[src/rtl/bcd_clock_pkg.sv]
package bcd_clock_pkg;

  typedef struct packed {
    logic [7:0] yr;
    logic [4:0] mon;
    logic [5:0] date;
    logic [2:0] dow;
    logic [5:0] hrs;
    logic [6:0] mins;
    logic [6:0] secs;
  } tk_time_t;

  localparam tk_time_t TIME_RST = '{yr: 8'h00, mon: 5'h01, date: 6'h01,
                                    dow: 3'h1, hrs: 6'h00, mins: 7'h00,
                                    secs: 7'h00};

  localparam logic [2:0] OFF_CTRL = 3'd0;
  localparam logic [2:0] OFF_SEC  = 3'd1;
  localparam logic [2:0] OFF_MIN  = 3'd2;
  localparam logic [2:0] OFF_HR   = 3'd3;
  localparam logic [2:0] OFF_DOW  = 3'd4;
  localparam logic [2:0] OFF_DATE = 3'd5;
  localparam logic [2:0] OFF_MON  = 3'd6;
  localparam logic [2:0] OFF_YR   = 3'd7;

  // Returns {wrap, next}: wraps to base when v is at or above top.
  function automatic logic [8:0] bcd_step(input logic [7:0] v,
                                          input logic [7:0] top,
                                          input logic [7:0] base);
    logic [3:0] hi;
    logic [3:0] lo;
    hi = v[7:4];
    lo = v[3:0];
    if (v >= top)           return {1'b1, base};
    else if (lo >= 4'd9)    return {1'b0, hi + 4'd1, 4'd0};
    else                    return {1'b0, hi, lo + 4'd1};
  endfunction

  function automatic logic leap_bcd(input logic [7:0] yr);
    logic [3:0] lo;
    lo = yr[3:0];
    if (!yr[4]) return (lo == 4'd0) || (lo == 4'd4) || (lo == 4'd8);
    else        return (lo == 4'd2) || (lo == 4'd6);
  endfunction

  function automatic logic [7:0] month_last(input logic [4:0] mon,
                                            input logic [7:0] yr);
    case (mon)
      5'h02:                      return leap_bcd(yr) ? 8'h29 : 8'h28;
      5'h04, 5'h06, 5'h09, 5'h11: return 8'h30;
      default:                    return 8'h31;
    endcase
  endfunction

endpackage

[src/rtl/bcd_clock_ctrl.sv]
module bcd_clock_ctrl (
  input  logic       clk,
  input  logic       rst_n,
  input  logic       wr_ctrl_i,
  input  logic       wr_sec_i,
  input  logic       wr_dow_i,
  input  logic [7:0] wdata_i,
  output logic [7:0] ctrl_o,
  output logic       stop_o,
  output logic       ft_o,
  output logic       halt_o,
  output logic       xfer_o
);
  localparam int BIT_WR   = 7;
  localparam int BIT_RD   = 6;
  localparam int BIT_STOP = 7;
  localparam int BIT_FT   = 6;

  logic [7:0] ctrl_q, ctrl_d;
  logic       stop_q, stop_d;
  logic       ft_q, ft_d;

  always_comb begin
    ctrl_d = ctrl_q;
    stop_d = stop_q;
    ft_d   = ft_q;
    if (wr_ctrl_i) ctrl_d = wdata_i;
    if (wr_sec_i)  stop_d = wdata_i[BIT_STOP];
    if (wr_dow_i)  ft_d   = wdata_i[BIT_FT];
  end

  always_ff @(posedge clk or negedge rst_n) begin
    if (!rst_n) begin
      ctrl_q <= 8'h00;
      stop_q <= 1'b1;
      ft_q   <= 1'b0;
    end else begin
      ctrl_q <= ctrl_d;
      stop_q <= stop_d;
      ft_q   <= ft_d;
    end
  end

  assign ctrl_o = ctrl_q;
  assign stop_o = stop_q;
  assign ft_o   = ft_q;
  assign halt_o = ctrl_q[BIT_WR] | ctrl_q[BIT_RD];
  assign xfer_o = wr_ctrl_i & ctrl_q[BIT_WR] & ~wdata_i[BIT_WR];
endmodule

[src/rtl/bcd_clock_live.sv]
module bcd_clock_live
  import bcd_clock_pkg::*;
(
  input  logic     clk,
  input  logic     rst_n,
  input  logic     adv_i,
  input  logic     load_i,
  input  tk_time_t load_val_i,
  output tk_time_t live_o
);
  tk_time_t live_q, live_d;
  logic [8:0] s_sec, s_min, s_hr, s_dow, s_date, s_mon, s_yr;

  always_comb begin
    s_sec  = bcd_step({1'b0, live_q.secs}, 8'h59, 8'h00);
    s_min  = bcd_step({1'b0, live_q.mins}, 8'h59, 8'h00);
    s_hr   = bcd_step({2'b0, live_q.hrs},  8'h23, 8'h00);
    s_dow  = bcd_step({5'b0, live_q.dow},  8'h07, 8'h01);
    s_date = bcd_step({2'b0, live_q.date},
                      month_last(live_q.mon, live_q.yr), 8'h01);
    s_mon  = bcd_step({3'b0, live_q.mon},  8'h12, 8'h01);
    s_yr   = bcd_step(live_q.yr,           8'h99, 8'h00);

    live_d = live_q;
    if (load_i) begin
      live_d = load_val_i;
    end else if (adv_i) begin
      live_d.secs = s_sec[6:0];
      if (s_sec[8]) begin
        live_d.mins = s_min[6:0];
        if (s_min[8]) begin
          live_d.hrs = s_hr[5:0];
          if (s_hr[8]) begin
            live_d.dow  = s_dow[2:0];
            live_d.date = s_date[5:0];
            if (s_date[8]) begin
              live_d.mon = s_mon[4:0];
              if (s_mon[8]) live_d.yr = s_yr[7:0];
            end
          end
        end
      end
    end
  end

  always_ff @(posedge clk or negedge rst_n) begin
    if (!rst_n) live_q <= TIME_RST;
    else        live_q <= live_d;
  end

  assign live_o = live_q;
endmodule

[src/rtl/bcd_clock_visible.sv]
module bcd_clock_visible
  import bcd_clock_pkg::*;
(
  input  logic       clk,
  input  logic       rst_n,
  input  logic       halt_i,
  input  tk_time_t   live_i,
  input  logic       wr_i,
  input  logic [2:0] off_i,
  input  logic [7:0] wdata_i,
  output tk_time_t   vis_o
);
  tk_time_t vis_q, vis_d;

  always_comb begin
    vis_d = vis_q;
    if (!halt_i) begin
      vis_d = live_i;
    end else if (wr_i) begin
      case (off_i)
        OFF_SEC:  vis_d.secs = wdata_i[6:0];
        OFF_MIN:  vis_d.mins = wdata_i[6:0];
        OFF_HR:   vis_d.hrs  = wdata_i[5:0];
        OFF_DOW:  vis_d.dow  = wdata_i[2:0];
        OFF_DATE: vis_d.date = wdata_i[5:0];
        OFF_MON:  vis_d.mon  = wdata_i[4:0];
        OFF_YR:   vis_d.yr   = wdata_i;
        default:  vis_d = vis_q;
      endcase
    end
  end

  always_ff @(posedge clk or negedge rst_n) begin
    if (!rst_n) vis_q <= TIME_RST;
    else        vis_q <= vis_d;
  end

  assign vis_o = vis_q;
endmodule

[src/rtl/bcd_clock_bank.sv]
module bcd_clock_bank
  import bcd_clock_pkg::*;
#(
  parameter int ADDR_W = 13
) (
  input  logic              clk,
  input  logic              rst_n,
  input  logic              tick_1hz_i,
  input  logic              sq512_i,
  input  logic [ADDR_W-1:0] addr_i,
  input  logic              we_i,
  input  logic [7:0]        wdata_i,
  output logic [7:0]        rdata_o,
  output logic [5:0]        cal_o
);
  localparam int OFF_W = 3;
  localparam int TAG_W = ADDR_W - OFF_W;

  logic             hit;
  logic [OFF_W-1:0] off;
  logic             wr;
  logic [7:0]       ctrl_q;
  logic             stop_q, ft_q, halt, xfer;
  tk_time_t         live_q, vis_q;

  assign hit = (addr_i[ADDR_W-1:OFF_W] == {TAG_W{1'b1}});
  assign off = addr_i[OFF_W-1:0];
  assign wr  = hit & we_i;

  bcd_clock_ctrl u_ctrl (
    .clk       (clk),
    .rst_n     (rst_n),
    .wr_ctrl_i (wr && off == OFF_CTRL),
    .wr_sec_i  (wr && off == OFF_SEC),
    .wr_dow_i  (wr && off == OFF_DOW),
    .wdata_i   (wdata_i),
    .ctrl_o    (ctrl_q),
    .stop_o    (stop_q),
    .ft_o      (ft_q),
    .halt_o    (halt),
    .xfer_o    (xfer)
  );

  bcd_clock_live u_live (
    .clk        (clk),
    .rst_n      (rst_n),
    .adv_i      (tick_1hz_i & ~stop_q),
    .load_i     (xfer),
    .load_val_i (vis_q),
    .live_o     (live_q)
  );

  bcd_clock_visible u_vis (
    .clk     (clk),
    .rst_n   (rst_n),
    .halt_i  (halt),
    .live_i  (live_q),
    .wr_i    (wr),
    .off_i   (off),
    .wdata_i (wdata_i),
    .vis_o   (vis_q)
  );

  always_comb begin
    rdata_o = 8'h00;
    if (hit) begin
      case (off)
        OFF_CTRL: rdata_o = ctrl_q;
        OFF_SEC:  rdata_o = {stop_q, vis_q.secs[6:1],
                             ft_q ? sq512_i : vis_q.secs[0]};
        OFF_MIN:  rdata_o = {1'b0, vis_q.mins};
        OFF_HR:   rdata_o = {2'b0, vis_q.hrs};
        OFF_DOW:  rdata_o = {1'b0, ft_q, 3'b000, vis_q.dow};
        OFF_DATE: rdata_o = {2'b0, vis_q.date};
        OFF_MON:  rdata_o = {3'b0, vis_q.mon};
        OFF_YR:   rdata_o = vis_q.yr;
        default:  rdata_o = 8'h00;
      endcase
    end
  end

  assign cal_o = ctrl_q[5:0];
endmodule

[config.mk]
export PLATFORM = sky130hd
export DESIGN_NAME = bcd_clock_bank
export DESIGN_NICKNAME = d
export VERILOG_FILES = /design/src/rtl/bcd_clock_pkg.sv /design/src/rtl/bcd_clock_ctrl.sv /design/src/rtl/bcd_clock_live.sv /design/src/rtl/bcd_clock_visible.sv /design/src/rtl/bcd_clock_bank.sv
export SDC_FILE = /design/constraint.sdc
export NUM_CORES = 1
export LEC_CHECK = 0
export BUFFER_PORTS_ARGS = -buffer_cell sky130_fd_sc_hd__buf_2
export CORE_MARGIN = 3
export CORE_UTILIZATION = 50
export CTS_BUF_LIST = sky130_fd_sc_hd__clkbuf_4 sky130_fd_sc_hd__clkbuf_8
export DETAILED_ROUTE_END_ITERATION = 12
export GPL_TIMING_DRIVEN = 0
export PLACE_DENSITY_LB_ADDON = 0.05
export SKIP_LAST_GASP = 1
export SYNTH_ARGS = -nofsm -noshare
export SYNTH_HDL_FRONTEND = slang
export SYNTH_SLANG_ARGS = --single-unit
[constraint.sdc]
create_clock -name clk -period 8.4 [get_ports clk]
set_input_delay 0.42 -clock clk [delete_from_list [all_inputs] [get_ports clk]]
set_output_delay 0.42 -clock clk [all_outputs]
set_load 0.01 [all_outputs]
==> flow_summary.toml <==
[worst_setup_path]
start_kind = "register"
crit_type = "reg2reg"
crit_required_ns = 8.70
cp_max_fo = 10
worstRegToRegCells = 14
crit_path_end_kind = "register"
critPathArrivalTime_ns = 4.01

[synthesis]
avgSynthCellArea_um2 = 9.31
yosysSeqAreaShare_pct = 38.7
ys_async_sr_fraction_pct = 100
syn_nets = 716
synth_seq_cells = 94
ys_types = 67
syn_area_mm2 = 0.00610
synth_edf_count = 0
synthFlopType = "dfrtp_1"
netlist_instances = 655
yosysWarnings = 0

[die]
core_region_area_mm2 = 0.0117
die_area_mm2 = 0.0136
die_y_um = 116
rows = 39
ioPinCount = 40
initial_core_util_pct = 52.3
die_w_um = 116

[routing]
wl_mm = 18.8
vias = 5452
ant_nets = 0
wl_per_cell_um = 22.1
drc = 0
drtPass1Iterations = 5
drt-initial-drc-count = 510
avgViaCountPerCell = 6.41

[clocking]
cts_tree = "yes"
ctsHtreeMaxLevel = 3
cts-root-buf = "clkbuf_8"
clk_pin_slew_ns = 0.10
cts-resized-gates = 0
clkLatencyLatePin_ns = 0.38
cts.sinks = 94
cts_buffers = 9
post_cts.repair.setup_buffers = 0
clockBufferDepth = 2

[final_layout]
n_antenna_cell = 0
instances_no_fill = 851
drive_above_1_share_pct = 15.0
seqCellArea_mm2 = 0.00236
final_nets = 764
area.growth.synth_to_final_pct = 10.4
multi_input_area_mm2 = 0.00340
fillers = 1053

[pwr]
vdd_ir_drop_max_uv = 83.2
finalPower_uw = 1070
p_per_area_mw_per_mm2 = 160
p_leak_uw = 0.00333

[global_route]
antenna_found_initial = 1
grt.total_usage_pct = 29.0
grt_max_degree = 63
grt_pass1_vias = 5259
grt_pass1_wl_mm = 29.7
gr-total-overflow = 0

[timing]
finalSetupViolations = 0
finalCriticalPeriod_ns = 3.71
finalCritPeriodShare_pct = 44.1
tns_ns = 0
slew_headroom_pct = 34.0
skew_ns = 0.00572
tightestPinTransition_ns = 0.981
hold_violations = 0
slew_violations = 0
rsz0062_at_grt = "false"
max_freq_mhz = 270

[placement]
dp_hpwl_mm = 13.8
post-place-cells = 834
port-buffer-count = 35
place.gp.congestion = 0.956

[worst_hold_path]
min_path_cells = 2
hold_path.class = "in2reg"

[job]
max_cap_violations = 0

[outcome]
status = "completed"
==> metrics by stage <==
step	worst slack (ns)	hold slack, ns	instance area [um2]	utilization [%]
detailed placement	4.77	0.405	6480	55.6
global placement	4.85	0.483	6450	55.3
floorplan	5.39	0.124	6100	-
finish	4.69	0.381	6740	57.8
global route	4.43	0.357	6740	57.8
CTS	4.70	0.350	6740	57.8
==> power breakdown <==
part / internal (uW) / leakage, uW / switching (uW) / total (uW)
Combinational: 68.4 / 0.00200 / 88.6 / 157
Sequential: 490 / 0.00122 / 55.1 / 545
Clock: 201 / 0.000116 / 172 / 373
Total: 759 / 0.00333 / 316 / 1070
==> area by class of cell <==
cell class,instances,area share (%)
timing repair buffer,37,3.19
clock buffer,10,1.95
clock inverter,6,1.63
inverter,27,1.50
buffer,44,3.51
multi-input combinational,490,50.5
tap,143,2.66
sequential,94,35.0
==> what timing repair did <==
item,in CTS,in global routing
endpoints found under the hold margin,31,0
endpoints found under the setup margin,0,0
hold buffers,1,0
==> flip-flops by register name, summed over array words and instances (netlist names) <==
| signal | cells |
|---|---|
| u_ctrl.ctrl_o | 8 |
| u_ctrl.stop_o | 1 |
| u_vis.vis_o | 42 |
| u_live.live_o | 42 |
| u_ctrl.ft_o | 1 |
==> worst paths after layout <==
kind / endpoint / slack [ns] / startpoint
min in group asynchronous: u_live.live_o[3] / 0.53 / rst_n
hold / removal: u_ctrl.ctrl_o[7] / 0.38 / wdata_i[7]
max in group asynchronous: u_live.live_o[29] / 7.16 / rst_n
hold reg to reg: u_live.live_o[29] / 0.50 / u_vis.vis_o[29]
setup reg to reg: u_live.live_o[31] / 4.69 / u_live.live_o[34]
setup / recovery: u_live.live_o[31] / 4.69 / u_live.live_o[34]
==> logic make-up after synthesis <==
kind of cell / count (synthesis) / share of synthesized area (%)
AOI/OAI and AO/OA: 182 / 18.9
xor gates and xnor gates: 1 / 0.144
adders and majority gates: 35 / 7.18
buffers and inverters: 71 / 5.54
DFF: 94 / 38.7
muxes: 71 / 12.8
and+or+nand+nor: 201 / 16.8
==> routing by layer <==
metal,wire length (um),vias to the layer above,global-route usage (%)
met5,8,-,0
met4,545,2,10.5
met3,1580,40,5.91
met2,8370,240,44.5
met1,8300,2667,40.7
li1,-,2503,-
==> Yosys cell counts (all sizes together) (5+ instances only) <==
| master | instances | area (um2) |
|---|---|---|
| dfrtp | 87 | 2180 |
| nor2 | 84 | 315 |
| a21oi | 62 | 310 |
| mux2i | 53 | 531 |
| o21ai | 40 | 200 |
| ha | 35 | 438 |
| nand2 | 35 | 131 |
| inv | 27 | 101 |
| a31oi | 24 | 150 |
| buf | 24 | 161 |
| clkbuf | 20 | 75.1 |
| mux2 | 14 | 158 |
| nand3 | 14 | 70.1 |
| nand4b | 9 | 78.8 |
| nand4 | 8 | 65.1 |
| or4 | 8 | 63.8 |
| dfstp | 7 | 184 |
| o31a | 7 | 61.3 |
| o31ai | 7 | 57.6 |
| a221oi | 6 | 52.6 |
| and3 | 6 | 37.5 |
| and4b | 5 | 50.1 |
| nor2b | 5 | 31.3 |
| o211ai | 5 | 37.5 |
==> cell usage in the layout, fill, tap and decap left out, types with 8 or more instances in the layout <==
cell type  instances
nand4b_1           9
dfrtp_1           87
a21oi_1           62
buf_4              8
a31oi_1           24
mux2_2            14
o21ai_1           14
nand3_1           14
ha_1              35
inv_1             27
nand2_1           35
clkbuf_8           9
clkbuf_1          20
buf_2             46
nor2_1            84
o21ai_0           26
mux2i_1           53
==> critical path: stages, from the launching register on <==
cell	delay, ns
dfrtp_1	0.50
inv_1	0.13
ha_1	0.21
nand3_1	0.06
o21ai_0	0.15
a2111oi_0	0.54
a31oi_1	0.10
ha_1	0.29
or4b_1	0.50
a211o_1	0.39
nand4_4	0.18
buf_8	0.15
buf_8	0.13
o21ai_1	0.08
a31oi_1	0.20
(Power assumes the default switching activity.)
